$ cat src/rtl/wpg_pkg.sv
// Package: shared types and constants for the EEPROM write-protect gate.
// Assumes byte-wide I2C payloads.
package wpg_pkg;

    localparam int BYTE_W = 8;

    // Transaction mode tracked by each source parser.
    typedef enum logic [1:0] {
        PM_IDLE = 2'd0,   // waiting for an address byte
        PM_CTRL = 2'd1,   // write to the device control address
        PM_EEP  = 2'd2,   // write to the EEPROM address
        PM_SKIP = 2'd3    // read, or some other device: ignored
    } pmode_e;

endpackage

$ cat src/rtl/wpg_txn_parser.sv
// Module: wpg_txn_parser
// Follows one source's stream of decoded I2C events and sorts each byte into
// control-register stores or EEPROM write bytes. Assumes at most one event
// (start, address, data, stop) per cycle per source. The address byte carries
// the R/W bit in bit 0, so reads never match a write address.
module wpg_txn_parser
    import wpg_pkg::*;
#(
    parameter logic [7:0] CTRL_ADDR = 8'h98,
    parameter logic [7:0] EEP_ADDR  = 8'hA0,
    parameter int         BYTE_LIM  = 2,
    localparam int        IDX_W     = $clog2(BYTE_LIM + 1)
) (
    input  logic             clk,
    input  logic             rst_n,
    input  logic             start,
    input  logic             stop,
    input  logic             addr_vld,
    input  logic [7:0]       addr,
    input  logic             dat_vld,
    input  logic [7:0]       dat,
    output logic             eep_open,
    output logic             txn_end,
    output logic             eep_byte_vld,
    output logic [IDX_W-1:0] eep_idx,
    output logic [7:0]       eep_data,
    output logic             ctl_wr,
    output logic [7:0]       ctl_ptr,
    output logic [7:0]       ctl_data
);

    localparam logic [IDX_W-1:0] IDX_SAT = IDX_W'(BYTE_LIM);

    pmode_e           mode_q;
    logic             ptr_ld_q;   // register pointer already loaded
    logic [7:0]       ptr_q;
    logic [IDX_W-1:0] idx_q;

    // Purpose: decode the events of this cycle into the per-byte outputs.
    always_comb begin
        eep_open     = addr_vld && (addr == EEP_ADDR);
        txn_end      = start || stop;
        eep_byte_vld = dat_vld && (mode_q == PM_EEP);
        eep_idx      = idx_q;
        eep_data     = dat;
        ctl_wr       = dat_vld && (mode_q == PM_CTRL) && ptr_ld_q;
        ctl_ptr      = ptr_q;
        ctl_data     = dat;
    end

    // Purpose: track the transaction mode, register pointer and byte index.
    always_ff @(posedge clk) begin
        if (!rst_n) begin
            mode_q   <= PM_IDLE;
            ptr_ld_q <= 1'b0;
            ptr_q    <= '0;
            idx_q    <= '0;
        end else if (start || stop) begin
            mode_q   <= PM_IDLE;
            ptr_ld_q <= 1'b0;
            idx_q    <= '0;
        end else if (addr_vld) begin
            ptr_ld_q <= 1'b0;
            idx_q    <= '0;
            if (addr == CTRL_ADDR)     mode_q <= PM_CTRL;
            else if (addr == EEP_ADDR) mode_q <= PM_EEP;
            else                       mode_q <= PM_SKIP;
        end else if (dat_vld) begin
            if (mode_q == PM_CTRL) begin
                if (!ptr_ld_q) begin
                    ptr_q    <= dat;
                    ptr_ld_q <= 1'b1;
                end else begin
                    ptr_q <= ptr_q + 8'd1;
                end
            end else if (mode_q == PM_EEP && idx_q != IDX_SAT) begin
                idx_q <= idx_q + IDX_W'(1);
            end
        end
    end

    // Consecutive stores within one control transaction walk the pointer.
    assert_ptr_step_R3: assert property (@(posedge clk) disable iff (!rst_n)
        (ctl_wr && $past(ctl_wr)) |-> (ctl_ptr == $past(ctl_ptr) + 8'd1));

    // An EEPROM address phase restarts the byte index at the word offset.
    assert_idx_restart_R6: assert property (@(posedge clk) disable iff (!rst_n)
        eep_open |=> (eep_idx == '0));

endmodule

$ cat src/rtl/wpg_pw_lock.sv
// Module: wpg_pw_lock
// Holds the write-protect password register. The register accepts stores at
// offset PW_OFF through the control address only. The gate opens when the
// stored value equals PW_KEY. When several sources store in the same cycle,
// the lowest source index wins.
module wpg_pw_lock #(
    parameter int         SRC_N  = 2,
    parameter logic [7:0] PW_OFF = 8'h0F,
    parameter logic [7:0] PW_KEY = 8'h96
) (
    input  logic               clk,
    input  logic               rst_n,
    input  logic [SRC_N-1:0]   ctl_wr,
    input  logic [SRC_N*8-1:0] ctl_ptr,
    input  logic [SRC_N*8-1:0] ctl_data,
    output logic               unlocked
);

    logic hit;
    logic next_open;

    // Purpose: choose the winning password store of this cycle, if any.
    always_comb begin
        hit       = 1'b0;
        next_open = unlocked;
        for (int i = SRC_N - 1; i >= 0; i--) begin
            if (ctl_wr[i] && ctl_ptr[i*8 +: 8] == PW_OFF) begin
                hit       = 1'b1;
                next_open = (ctl_data[i*8 +: 8] == PW_KEY);
            end
        end
    end

    // Purpose: register the lock state; reset leaves the gate locked.
    always_ff @(posedge clk) begin
        if (!rst_n) unlocked <= 1'b0;
        else if (hit) unlocked <= next_open;
    end

    // The key stored by source 0 always opens the gate on the next cycle.
    assert_key_opens_R11: assert property (@(posedge clk) disable iff (!rst_n)
        (ctl_wr[0] && ctl_ptr[7:0] == PW_OFF && ctl_data[7:0] == PW_KEY) |=> unlocked);

    // A cycle without a store at the password offset leaves the state alone.
    assert_hold_R3: assert property (@(posedge clk) disable iff (!rst_n)
        !hit |=> $stable(unlocked));

endmodule

$ cat src/rtl/wpg_rej_counter.sv
// Module: wpg_rej_counter
// Counts rejections and saturates at the all-ones value. Several sources may
// reject in the same cycle, and each rejection adds one.
module wpg_rej_counter #(
    parameter int SRC_N = 2,
    parameter int CNT_W = 8,
    localparam int ADD_W = $clog2(SRC_N + 1)
) (
    input  logic             clk,
    input  logic             rst_n,
    input  logic [SRC_N-1:0] rej_now,
    output logic             rej_pulse,
    output logic [CNT_W-1:0] rej_count
);

    localparam logic [CNT_W:0] CNT_MAX = {1'b0, {CNT_W{1'b1}}};

    logic [ADD_W-1:0] add_n;
    logic [CNT_W:0]   sum;

    // Purpose: form the unsaturated sum of the count and this cycle's rejections.
    always_comb begin
        add_n = ADD_W'($countones(rej_now));
        sum   = {1'b0, rej_count} + (CNT_W + 1)'(add_n);
    end

    // Purpose: update the saturating counter and the rejection pulse.
    always_ff @(posedge clk) begin
        if (!rst_n) begin
            rej_count <= '0;
            rej_pulse <= 1'b0;
        end else begin
            rej_pulse <= |rej_now;
            rej_count <= (sum > CNT_MAX) ? CNT_MAX[CNT_W-1:0] : sum[CNT_W-1:0];
        end
    end

    // The count never falls while out of reset.
    assert_count_mono_R12: assert property (@(posedge clk) disable iff (!rst_n)
        rej_count >= $past(rej_count));

    // A rejection moves the count unless it is already saturated.
    assert_pulse_moves_R12: assert property (@(posedge clk) disable iff (!rst_n)
        rej_pulse |-> (rej_count != $past(rej_count)) || (&rej_count));

endmodule

$ cat src/rtl/eeprom_wr_gate.sv
// Module: eeprom_wr_gate (top)
// Lets I2C writes through to the EEPROM-side master only while the password
// register holds the key. An EEPROM write is limited to its word offset plus
// one data byte. One source owns the EEPROM path from its address phase until
// its stop or repeated start. Source 0 is the control port and has priority.
// Outputs are registered, so each appears one cycle after its cause.
module eeprom_wr_gate #(
    parameter int         SRC_N     = 2,
    parameter logic [7:0] CTRL_ADDR = 8'h98,
    parameter logic [7:0] EEP_ADDR  = 8'hA0,
    parameter logic [7:0] PW_OFF    = 8'h0F,
    parameter logic [7:0] PW_KEY    = 8'h96,
    parameter int         BYTE_LIM  = 2,
    parameter int         CNT_W     = 8
) (
    input  logic                     clk,
    input  logic                     rst_n,
    input  logic [SRC_N-1:0]         src_start,
    input  logic [SRC_N-1:0]         src_stop,
    input  logic [SRC_N-1:0]         src_addr_vld,
    input  logic [SRC_N*8-1:0]       src_addr,
    input  logic [SRC_N-1:0]         src_dat_vld,
    input  logic [SRC_N*8-1:0]       src_dat,
    output logic                     fwd_vld,
    output logic                     fwd_first,
    output logic [7:0]               fwd_data,
    output logic [$clog2(SRC_N)-1:0] fwd_src,
    output logic                     fwd_end,
    output logic                     rej_pulse,
    output logic [CNT_W-1:0]         rej_count,
    output logic                     gate_open
);

    localparam int SW    = $clog2(SRC_N);
    localparam int IDX_W = $clog2(BYTE_LIM + 1);

    logic [SRC_N-1:0]   eep_open;
    logic [SRC_N-1:0]   txn_end;
    logic [SRC_N-1:0]   eep_byte_vld;
    logic [IDX_W-1:0]   eep_idx  [SRC_N];
    logic [7:0]         eep_data [SRC_N];
    logic [SRC_N-1:0]   ctl_wr;
    logic [SRC_N*8-1:0] ctl_ptr;
    logic [SRC_N*8-1:0] ctl_data;

    // One parser per source.
    for (genvar g = 0; g < SRC_N; g++) begin : g_src
        wpg_txn_parser #(
            .CTRL_ADDR (CTRL_ADDR),
            .EEP_ADDR  (EEP_ADDR),
            .BYTE_LIM  (BYTE_LIM)
        ) u_parse (
            .clk          (clk),
            .rst_n        (rst_n),
            .start        (src_start[g]),
            .stop         (src_stop[g]),
            .addr_vld     (src_addr_vld[g]),
            .addr         (src_addr[g*8 +: 8]),
            .dat_vld      (src_dat_vld[g]),
            .dat          (src_dat[g*8 +: 8]),
            .eep_open     (eep_open[g]),
            .txn_end      (txn_end[g]),
            .eep_byte_vld (eep_byte_vld[g]),
            .eep_idx      (eep_idx[g]),
            .eep_data     (eep_data[g]),
            .ctl_wr       (ctl_wr[g]),
            .ctl_ptr      (ctl_ptr[g*8 +: 8]),
            .ctl_data     (ctl_data[g*8 +: 8])
        );
    end

    wpg_pw_lock #(
        .SRC_N  (SRC_N),
        .PW_OFF (PW_OFF),
        .PW_KEY (PW_KEY)
    ) u_lock (
        .clk      (clk),
        .rst_n    (rst_n),
        .ctl_wr   (ctl_wr),
        .ctl_ptr  (ctl_ptr),
        .ctl_data (ctl_data),
        .unlocked (gate_open)
    );

    logic [SRC_N-1:0] rej_now;

    wpg_rej_counter #(
        .SRC_N (SRC_N),
        .CNT_W (CNT_W)
    ) u_cnt (
        .clk       (clk),
        .rst_n     (rst_n),
        .rej_now   (rej_now),
        .rej_pulse (rej_pulse),
        .rej_count (rej_count)
    );

    // Path ownership state.
    logic          own_vld;
    logic [SW-1:0] own_src;
    logic          spent;     // owner already rejected once in this transaction

    logic          grant;
    logic [SW-1:0] grant_src;
    logic          release_n;
    logic          spend;
    logic          fwd_n;
    logic          first_n;
    logic [7:0]    data_n;

    // Purpose: decide grants, forwards and rejections for this cycle.
    always_comb begin
        rej_now   = '0;
        grant     = 1'b0;
        grant_src = '0;
        spend     = 1'b0;
        fwd_n     = 1'b0;
        first_n   = 1'b0;
        data_n    = '0;
        release_n = own_vld && txn_end[own_src];
        // Address phases: the lowest index takes a free, open path.
        for (int i = 0; i < SRC_N; i++) begin
            if (eep_open[i]) begin
                if (!gate_open || own_vld || grant) begin
                    rej_now[i] = 1'b1;
                end else begin
                    grant     = 1'b1;
                    grant_src = SW'(i);
                end
            end
        end
        // Owner bytes: check the lock again on each byte, then the byte limit.
        if (own_vld && !spent && eep_byte_vld[own_src]) begin
            if (!gate_open || eep_idx[own_src] >= IDX_W'(BYTE_LIM)) begin
                rej_now[own_src] = 1'b1;
                spend            = 1'b1;
            end else begin
                fwd_n   = 1'b1;
                first_n = (eep_idx[own_src] == '0);
                data_n  = eep_data[own_src];
            end
        end
    end

    // Purpose: hold path ownership across the transaction.
    always_ff @(posedge clk) begin
        if (!rst_n) begin
            own_vld <= 1'b0;
            own_src <= '0;
            spent   <= 1'b0;
        end else if (release_n) begin
            own_vld <= 1'b0;
            spent   <= 1'b0;
        end else if (grant) begin
            own_vld <= 1'b1;
            own_src <= grant_src;
            spent   <= 1'b0;
        end else if (spend) begin
            spent <= 1'b1;
        end
    end

    // Purpose: register the forward stream toward the EEPROM master.
    always_ff @(posedge clk) begin
        if (!rst_n) begin
            fwd_vld   <= 1'b0;
            fwd_first <= 1'b0;
            fwd_data  <= '0;
            fwd_src   <= '0;
            fwd_end   <= 1'b0;
        end else begin
            fwd_vld   <= fwd_n;
            fwd_first <= first_n;
            fwd_data  <= data_n;
            fwd_src   <= own_src;
            fwd_end   <= release_n;
        end
    end

    // Nothing is forwarded unless the gate was open in the deciding cycle.
    assert_fwd_needs_open_R10: assert property (@(posedge clk) disable iff (!rst_n)
        fwd_vld |-> $past(gate_open));

    // A word-offset marker only comes with a forwarded byte.
    assert_first_with_vld_R6: assert property (@(posedge clk) disable iff (!rst_n)
        fwd_first |-> fwd_vld);

    // A forward is never counted as a rejection in the same cycle.
    assert_fwd_not_rej_R7: assert property (@(posedge clk) disable iff (!rst_n)
        fwd_vld |-> !(rej_pulse && $past(own_vld) && !$past(|eep_open)));

    // An ended transaction must have owned the path.
    assert_end_needs_owner_R8: assert property (@(posedge clk) disable iff (!rst_n)
        fwd_end |-> $past(own_vld));

endmodule

$ cat config.mk
export PLATFORM = sky130hd
export DESIGN_NAME = eeprom_wr_gate
export DESIGN_NICKNAME = d
export VERILOG_FILES = /design/src/rtl/wpg_pkg.sv /design/src/rtl/wpg_txn_parser.sv /design/src/rtl/wpg_pw_lock.sv /design/src/rtl/wpg_rej_counter.sv /design/src/rtl/eeprom_wr_gate.sv
export SDC_FILE = /design/constraint.sdc
export NUM_CORES = 1
export LEC_CHECK = 0
export BUFFER_PORTS_ARGS = -buffer_cell sky130_fd_sc_hd__clkbuf_2
export CORE_UTILIZATION = 53
export DETAILED_ROUTE_END_ITERATION = 16
export MAX_ROUTING_LAYER = met4
export PLACE_DENSITY = 0.86
export SETUP_SLACK_MARGIN = 0.02
export SYNTH_ARGS = -nofsm -noshare
export SYNTH_HDL_FRONTEND = slang
export SYNTH_SLANG_ARGS = --single-unit
$ cat constraint.sdc
create_clock -name clk -period 3 [get_ports clk]
set_input_delay 0.15 -clock clk [delete_from_list [all_inputs] [get_ports clk]]
set_output_delay 0.15 -clock clk [all_outputs]
set_load 0.01 [all_outputs]
==> After elaboration in Yosys (flattened, before gate mapping) <==
Index checks and enable logic that the tools add are counted.
{ "word_totals": {"regBits": 51, "input_bits": 42} }
{ "op_classes": {"reduce_logical": 42, "magnitude_cmp": 5, "n_eq_ne": 14, "addsub": 6, "muxes": 38, "n_bitwise": 11} }
{ "op_table": {"columns": ["cell", "n"], "rows": [
  ["== test 8 bit, second input constant", 6],
  ["two-way mux 8 bit", 6],
  ["two-way mux 1 bit", 24],
  ["adder 8 x 1 -> 8 bit, second input constant", 2],
  ["== test 8 x 4 -> 1 bit, second input constant", 2],
  ["logical AND 1 bit", 16],
  ["two-way mux 2 bit", 7],
  ["OR reduction 3 bit", 4],
  ["AND reduction 2 bit", 5],
  ["adder 8 x 2 -> 9 bit", 1],
  ["greater-than comparator 9 x 8 -> 1 bit, second input constant", 1],
  ["inverter 1 bit", 9],
  ["AND reduction 4 bit", 2],
  ["OR reduction 2 bit", 4],
  ["AND reduction 3 bit", 2],
  ["logical OR 1 bit", 5],
  ["adder 2 x 1 -> 2 bit, second input constant", 2],
  ["== test 2 x 1 -> 1 bit, second input constant", 2],
  ["== test 2 bit, second input constant", 2],
  [">= comparator 2 bit, second input constant", 2],
  ["inequality test 2 bit, second input constant", 2],
  ["adder 1 x 1 -> 2 bit", 1],
  ["zero test 1 bit", 2],
  ["zero test 2 bit", 1],
  ["6 further kinds", 6]
]} }

==> Depth between registers and ports, before layout <==
Gate-level depths: netlist of run 1.
{ "depth": {"depth_word": 14, "mapped_depth": 11} }

==> Modules after synthesis <==
A second synthesis of run 1 with hierarchy kept.
{ "hier_totals": {"hier_cells": 323, "area_unflattened_um2": 2967.8} }
{ "modules_own_cells": {"columns": ["mod", "seq_area_each_um2", "instances", "area_per_inst_um2", "cells_each"], "rows": [
  ["wpg_txn_parser", 260.2, 2, 859.6, 105],
  ["eeprom_wr_gate", 300.3, 1, 664.4, 59],
  ["wpg_rej_counter", 180.2, 1, 412.9, 38],
  ["wpg_pw_lock", 20.0, 1, 171.4, 16]
]} }

==> Worst setup path after synthesis of run 1 <==
Ideal clock, no wire load.
{ "synth_path": {"path_kind": "reg-to-reg", "startpoint": "reg own_src", "endpoint": "reg u_cnt.rej_count[0]", "stages_incl_launch_ff": 10, "period_less_slack_ps": 2441, "setup_time_ps": 115, "path_buffers": 2, "arrival_time_ps": 2326, "setup_slack_ps": 559, "cell_sequence": "dfxtp_1 -> clkbuf_1 -> clkbuf_1 -> o22ai_1 -> fa_1 -> ha_1 -> nand3_1 -> nor2_1 -> and3_1 -> o21a_1"} }
{ "synth_between": {"elab_chain_cells": 12, "elab_cells_between_ends": 21, "classes_between": "add/sub (2); order compare (4); mux (10); bitwise (2); reduce/logical (3)"} }
{ "synth_rtl": {"columns": ["item", "line_no", "text"], "rows": [
  ["start, declared", "eeprom_wr_gate.sv:100", "logic [SW-1:0] own_src;"],
  ["start signal, assigned", "eeprom_wr_gate.sv:156", "own_src <= grant_src;"],
  ["inverter 1 -> 2 bit (not written as such)", "eeprom_wr_gate.sv:134", "if (!gate_open || eep_idx[own_src] >= IDX_W'(BYTE_LIM)) begin"],
  ["two-way mux 2 bit (not written as such) (3 in a row)", "eeprom_wr_gate.sv:134", null],
  [">= comparator 2 bit", "eeprom_wr_gate.sv:134", null],
  ["logical OR 1 bit", "eeprom_wr_gate.sv:134", null],
  ["two-way mux 2 bit", "eeprom_wr_gate.sv:134", null],
  ["two-way mux 2 bit *", "eeprom_wr_gate.sv:133", "if (own_vld && !spent && eep_byte_vld[own_src]) begin"],
  ["adder 1 x 1 -> 2 bit (not written as such) *", "wpg_rej_counter.sv:23", "add_n = ADD_W'($countones(rej_now));"],
  ["adder 8 x 2 -> 9 bit *", "wpg_rej_counter.sv:24", "sum = {1'b0, rej_count} + (CNT_W + 1)'(add_n);"],
  ["greater-than comparator 9 x 8 -> 1 bit", "wpg_rej_counter.sv:34", "rej_count <= (sum > CNT_MAX) ? CNT_MAX[CNT_W-1:0] : sum[CNT_W-1:0];"],
  ["two-way mux 8 bit *", "wpg_rej_counter.sv:34", null],
  ["end signal, assigned", "wpg_rej_counter.sv:34", null],
  ["end, declared", "wpg_rej_counter.sv:13", "output logic [CNT_W-1:0] rej_count"]
]} }
Mark *: on every way between the ends. The rest lies on a longest branch, timed or not. The select of a mux whose other input is x is not followed.
A chain may end at the register's enable or synchronous reset.

==> Final worst setup path of run 1 <==
{ "layout_path": {"startpoint": "reg g_src[1].u_parse.mode_q[0]", "endpoint": "reg u_cnt.rej_count[3]"} }
{ "layout_between": {"elab_chain_cells": 10} }
{ "layout_rtl": {"columns": ["item", "line_no", "text"], "rows": [
  ["start, declared", "wpg_txn_parser.sv:34", "pmode_e mode_q;"],
  ["start signal, assigned", "wpg_txn_parser.sv:54", "mode_q <= PM_IDLE;"],
  ["start signal, assigned", "wpg_txn_parser.sv:59", "mode_q <= PM_IDLE;"],
  ["start signal, assigned", "wpg_txn_parser.sv:65", "if (addr == CTRL_ADDR) mode_q <= PM_CTRL;"],
  ["== test 2 bit *", "wpg_txn_parser.sv:43", "eep_byte_vld = dat_vld && (mode_q == PM_EEP);"],
  ["logical AND 1 bit *", "wpg_txn_parser.sv:43", null],
  ["two-way mux 1 bit (not written as such) * (2 in a row)", "eeprom_wr_gate.sv:133", null],
  ["logical AND 1 bit *", "eeprom_wr_gate.sv:133", null],
  ["two-way mux 2 bit *", "eeprom_wr_gate.sv:133", null],
  ["adder 1 x 1 -> 2 bit (not written as such) *", "wpg_rej_counter.sv:23", null],
  ["adder 8 x 2 -> 9 bit *", "wpg_rej_counter.sv:24", null],
  ["greater-than comparator 9 x 8 -> 1 bit", "wpg_rej_counter.sv:34", null],
  ["two-way mux 8 bit *", "wpg_rej_counter.sv:34", null]
]} }
Marked as above.

==> results of run 1 <==
routing by layer:
metal / GRT usage [%] / vias to the layer above / part of all wire [%]
met5: - / - / 0
met4: 14.16 / 0 / 3.7
met3: 5.417 / 24 / 5.6
met2: 42.87 / 106 / 46
met1: 30.59 / 1128 / 45
li1: - / 1243 / -
timing repair:
action	in CTS	in global routing
setup buffers	0	0
resized for setup	0	1
setup endpoints to repair	0	1
flip-flops by register name, summed over array words and instances (netlist names):
signal,count
g_src.u_parse.eep_idx,4
own_src,1
fwd_vld,1
fwd_src,1
spent,1
fwd_data,8
fwd_first,1
u_cnt.rej_pulse,1
own_vld,1
g_src.u_parse.ptr_ld_q,2
g_src.u_parse.ctl_ptr,16
fwd_end,1
g_src.u_parse.mode_q,4
u_lock.unlocked,1
u_cnt.rej_count,8
worst max-delay path by stage:
stage,end,cells after the start
after CTS,u_cnt.rej_count[3],10
after floorplan,u_cnt.rej_count[0],9
after global placement,u_cnt.rej_count[3],10
after global routing,u_cnt.rej_count[6],10
final,u_cnt.rej_count[3],10
after detailed placement,u_cnt.rej_count[3],10
layout by cell type, fill, tap and decap left out, types with 9 or more instances in the layout:
cell and count:
a21oi_1 20, clkbuf_2 63, dfxtp_1 51, inv_1 9
mux2i_1 12, nand2_1 21, nand3_1 9, nor2_1 36
nor2b_1 12, nor3_1 15, o21ai_1 11
kinds of logic after synthesis:
family	synth area share, %
simple gates	29.93
compound gates	17.73
flops	39.33
buf+inv	3.133
mux	4.627
fa+ha+maj	3.566
xor+xnor	1.687
final cells by class:
| type | instances | area, um^2 |
|---|---|---|
| Clock buffer | 6 | 72.57 |
| Clock inverter | 2 | 12.51 |
| Fill cell | 407 | 1670 |
| Inverter | 11 | 41.29 |
| Multi-Input combinational cell | 234 | 1499 |
| Sequential cell | 51 | 1021 |
| Tap cell | 67 | 83.83 |
| Timing Repair Buffer | 64 | 322.8 |
power by group:
part	internal (mW)	switching (mW)
clock	0.164	0.232
combinational	0.0366	0.0494
sequential	0.679	0.00222
total	0.879	0.284
stage by stage:
stage	hold WS, ps	setup WS (ps)	util [%]	area [um^2]	instances
2_1_floorplan	222.8	559.1	-	2596	306
3_3_place_gp	421.0	636.4	62.73	2963	427
3_5_place_dp	423.2	387.5	62.73	2963	427
4_1_cts	94.79	374.0	64.53	3048	435
5_1_grt	120.8	214.1	64.64	3053	435
6_report	105.8	524.7	64.64	3053	435
==> metrics.yaml, run 1 <==
period_share_pct: 82.51
grt_setup_unrepaired: "no"
r2r_start: "g_src[1].u_parse.mode_q[0]"
path_delay_family: "simple AND/OR/NAND/NOR gates"
fin_skew_ps: 6.271
num-nets-final: 415
p_leak_nw: 1.166
start_kind: "flop"
via_per_inst: 5.749
io_pins: 64
grt_overflow: 0
syn_avg_cell_area_um2: 8.484
cts_hold_buf: 0
postSynthCellCount: 306
rows: 25
status: "complete, no violations"
gp_congestion: 0.8926
vias: 2501
drv_cap: 0
synth_area_um2: 2596
drt-total-wl_um: 6269
cp-startpoint: "g_src[1].u_parse.mode_q[0]"
post-synth-top-area-cell: "dfxtp_1"
worstPathCellList: "nand3b_1, a211oi_2, nand3_1, o22ai_1, fa_1, ha_1, nand3_1, nor2_1, nand3_1, a21oi_1"
path_max_fanout: 4
dp_hpwl_um: 4672
areaGrowthSynthToFinish_pct: 17.59
routedWlPerCell_um: 14.41
rrSetupSlack_ps: 520
synth_nets: 354
num_antenna_cells: 0
hp-class: "in2reg"
cts_tree: "yes"
max_stage_delay_ps: 360
drc: 0
maxSlewHeadroom_pct: 59.25
maxClockFrequency_ghz: 0.4040
clockRootBuffer: "clkbuf_8"
final_max_slew_viol_count: 0
cts_buffers: 5
fp.dieH_um: 71.99
grt_antenna_before_repair: 0
synth.most_common_cell: "dfxtp_1"
holdCritStartpoint: "src_addr_vld[1]"
synth_flop_cell: "dfxtp_1"
crit_arrival_ps: 2720
setup.worst_path.class: "reg2reg"
slowest_stage: "a211oi_2"
synth_seq_cells: 51
finalSetupTns_ps: 0
powerDensity_nw_per_um2: 380.9
die_area_um2: 5183
drive_gt1_share_pct: 22.55
hold_violations: 0
start_util_pct: 54.97
grt_pass1_wl_um: 10280
netlist.area_leader.share_pct: 39.33
yosysSeqAreaShare_pct: 39.33
numPortBuffers: 63
antenna_left: 0
clock-sinks: 51
worstPathRequired_ps: 3240
core_area_um2: 4723
synth.top_cells.by_area: "dfxtp_1 (39%), nor2_1 (5.2%), mux2i_1 (4.6%), a21oi_1 (3.9%), nand2_1 (3.0%)"
reg2regPathDepth: 10
crit_buf_inv: 0
ir_worst_vdd_uv: 179.5
r2r_end: "u_cnt.rej_count[3]"
synth_common_cells: "dfxtp_1 (51), nor2_1 (36), nand2_1 (21)"
hold_end: "g_src[1].u_parse.ptr_ld_q"
drt-initial-drc-count: 182
async_flop_share_pct: 0
clk_pin_slew_ps: 90
totalPowerFinal_mw: 1.163
firstDrtPassIters: 4
crit_path_frequent_cell: "nand3_1"
worst_pin_slew_ps: 610.3
crit_path_end_kind: "flop"
ys_warn_count: 0
period_needed_ps: 2475
h-tree-depth: 2
clk_path_buf_depth: 2
hold-path-cell-count: 2
grt_pass1_vias: 2329
setup_violations: 0
synth.distinct_cells: 54
grt.total_usage_pct: 26.34
dieWidth_um: 71.99
clk_latency_ps: 310
synth_edf_count: 0
grt_max_degree: 23
(Power assumes the default switching activity.)
==> run 2: changes to the inputs <==
clock period = 2.55 ns   (was 3 ns; I/O delays follow)
==> metrics.yaml, run 2 (synthesis gave the netlist of run 1 again) <==
status: "complete, no violations"
period_needed_ps: 2333
numPortBuffers: 63
drc: 0
powerDensity_nw_per_um2: 481.7
grt_pass1_wl_um: 9715
num-nets-final: 417
start_kind: "flop"
io_pins: 64
cts_buffers: 5
final_max_slew_viol_count: 0
postLayoutCellArea_um2: 3127
fp.dieH_um: 71.99
drv_cap: 0
dieWidth_um: 71.99
vias: 2462
fin_skew_ps: 6.094
grt_antenna_before_repair: 0
antenna_left: 0
maxSlewHeadroom_pct: 58.52
firstDrtPassIters: 4
cts_tree: "yes"
maxClockFrequency_ghz: 0.4286
crit_arrival_ps: 2580
core_area_um2: 4723
hp-class: "in2reg"
finalSetupTns_ps: 0
layout_commonest_cell: "clkbuf_2"
period_share_pct: 91.49
clockRootBuffer: "clkbuf_8"
drt-initial-drc-count: 169
pre_cts_slack_ps: 171.5
die_area_um2: 5183
gp_congestion: 0.8410
areaGrowthSynthToFinish_pct: 20.43
worstPathRequired_ps: 2800
h-tree-depth: 2
path_max_fanout: 4
hold_violations: 0
largest_reg_flops: 16
setup_violations: 0
grt.total_usage_pct: 24.58
grt_pass1_vias: 2186
rows: 25
clock-sinks: 51
fill_cells: 392
clk_latency_ps: 310
drive_gt1_share_pct: 24.59
final_cell_mix: "clkbuf_2 (63), dfxtp_1 (51), nor2_1 (35), nand2_1 (21), a21oi_1 (20)"
fin_cells: 437
worst_pin_slew_ps: 621.4
cp-startpoint: "g_src[1].u_parse.mode_q[0]"
setup.worst_path.class: "reg2reg"
start_util_pct: 54.97
ir_worst_vdd_uv: 220.8
seq_area_um2: 1021
clk_pin_slew_ps: 100
dp_hpwl_um: 4410
holdCritStartpoint: "src_addr_vld[1]"
drt-total-wl_um: 5977
crit_path_end_kind: "flop"
fin_ws_ps: 217.0
multi_input_area_um2: 1521
post-place-cells: 429
grt_max_degree: 23
totalPowerFinal_mw: 1.506
grt_overflow: 0
via_per_inst: 5.634
routedWlPerCell_um: 13.68
num_antenna_cells: 0
clk_path_buf_depth: 2
placed_cell_area_um2: 2978
p_leak_nw: 1.199
r2r_start: "g_src[1].u_parse.mode_q[0]"
[run 2: worst paths after layout]
path | cells after the start | end | slack [ps]
max | 10 | u_cnt.rej_count[2] | 220
min | 2 | g_src[1].u_parse.ptr_ld_q | 70
max reg2reg | 10 | u_cnt.rej_count[2] | 220
min reg2reg | 2 | g_src[1].u_parse.mode_q[1] | 500
[run 2: stage by stage]
stage,util (%),hold WS (ps)
3_5_place_dp,63.05,395.2
2_1_floorplan,-,200.3
3_3_place_gp,63.05,389.0
6_report,66.20,73.51
4_1_cts,65.62,58.85
5_1_grt,66.20,62.80
[run 2: layout make-up]
class | instances | area share (%)
multi-input cells | 234 | 48.66
inverters | 11 | 1.321
repair buffers | 66 | 10.80
well taps | 67 | 2.681
clock inverters | 2 | 1.240
flip-flops and latches | 51 | 32.65
clock buffers | 6 | 2.641
[run 2: timing repair]
item                                    4_1_cts  5_1_grt
setup buffers                                 0        0
hold buffers                                  0        0
endpoints found under the setup margin        0        7
resized for setup                             0        6
[run 2: worst max-delay path, cell delays in order, from the launching register on]
cell and delay [ps]:
dfxtp_1 330, nand3b_1 190, a211oi_2 310, nand3_2 160
o22ai_2 180, fa_2 240, ha_1 200, nand3_1 170
nor2_2 170, nand3_1 160, a21oi_1 160
[run 2: report_power, final]
part           internal (mW)  switching, mW  total (mW)
registers              0.799        0.00245       0.801
clock network          0.323          0.283       0.606
logic                 0.0432         0.0554      0.0986
[run 2: per-layer routing]
layer / vias to the layer above / GRT usage (%) / wire [um]
met5: - / - / 0
met4: 0 / 9.586 / 95
met3: 8 / 5.000 / 296
met2: 79 / 39.20 / 2794
met1: 1131 / 30.70 / 2791
li1: 1244 / - / -
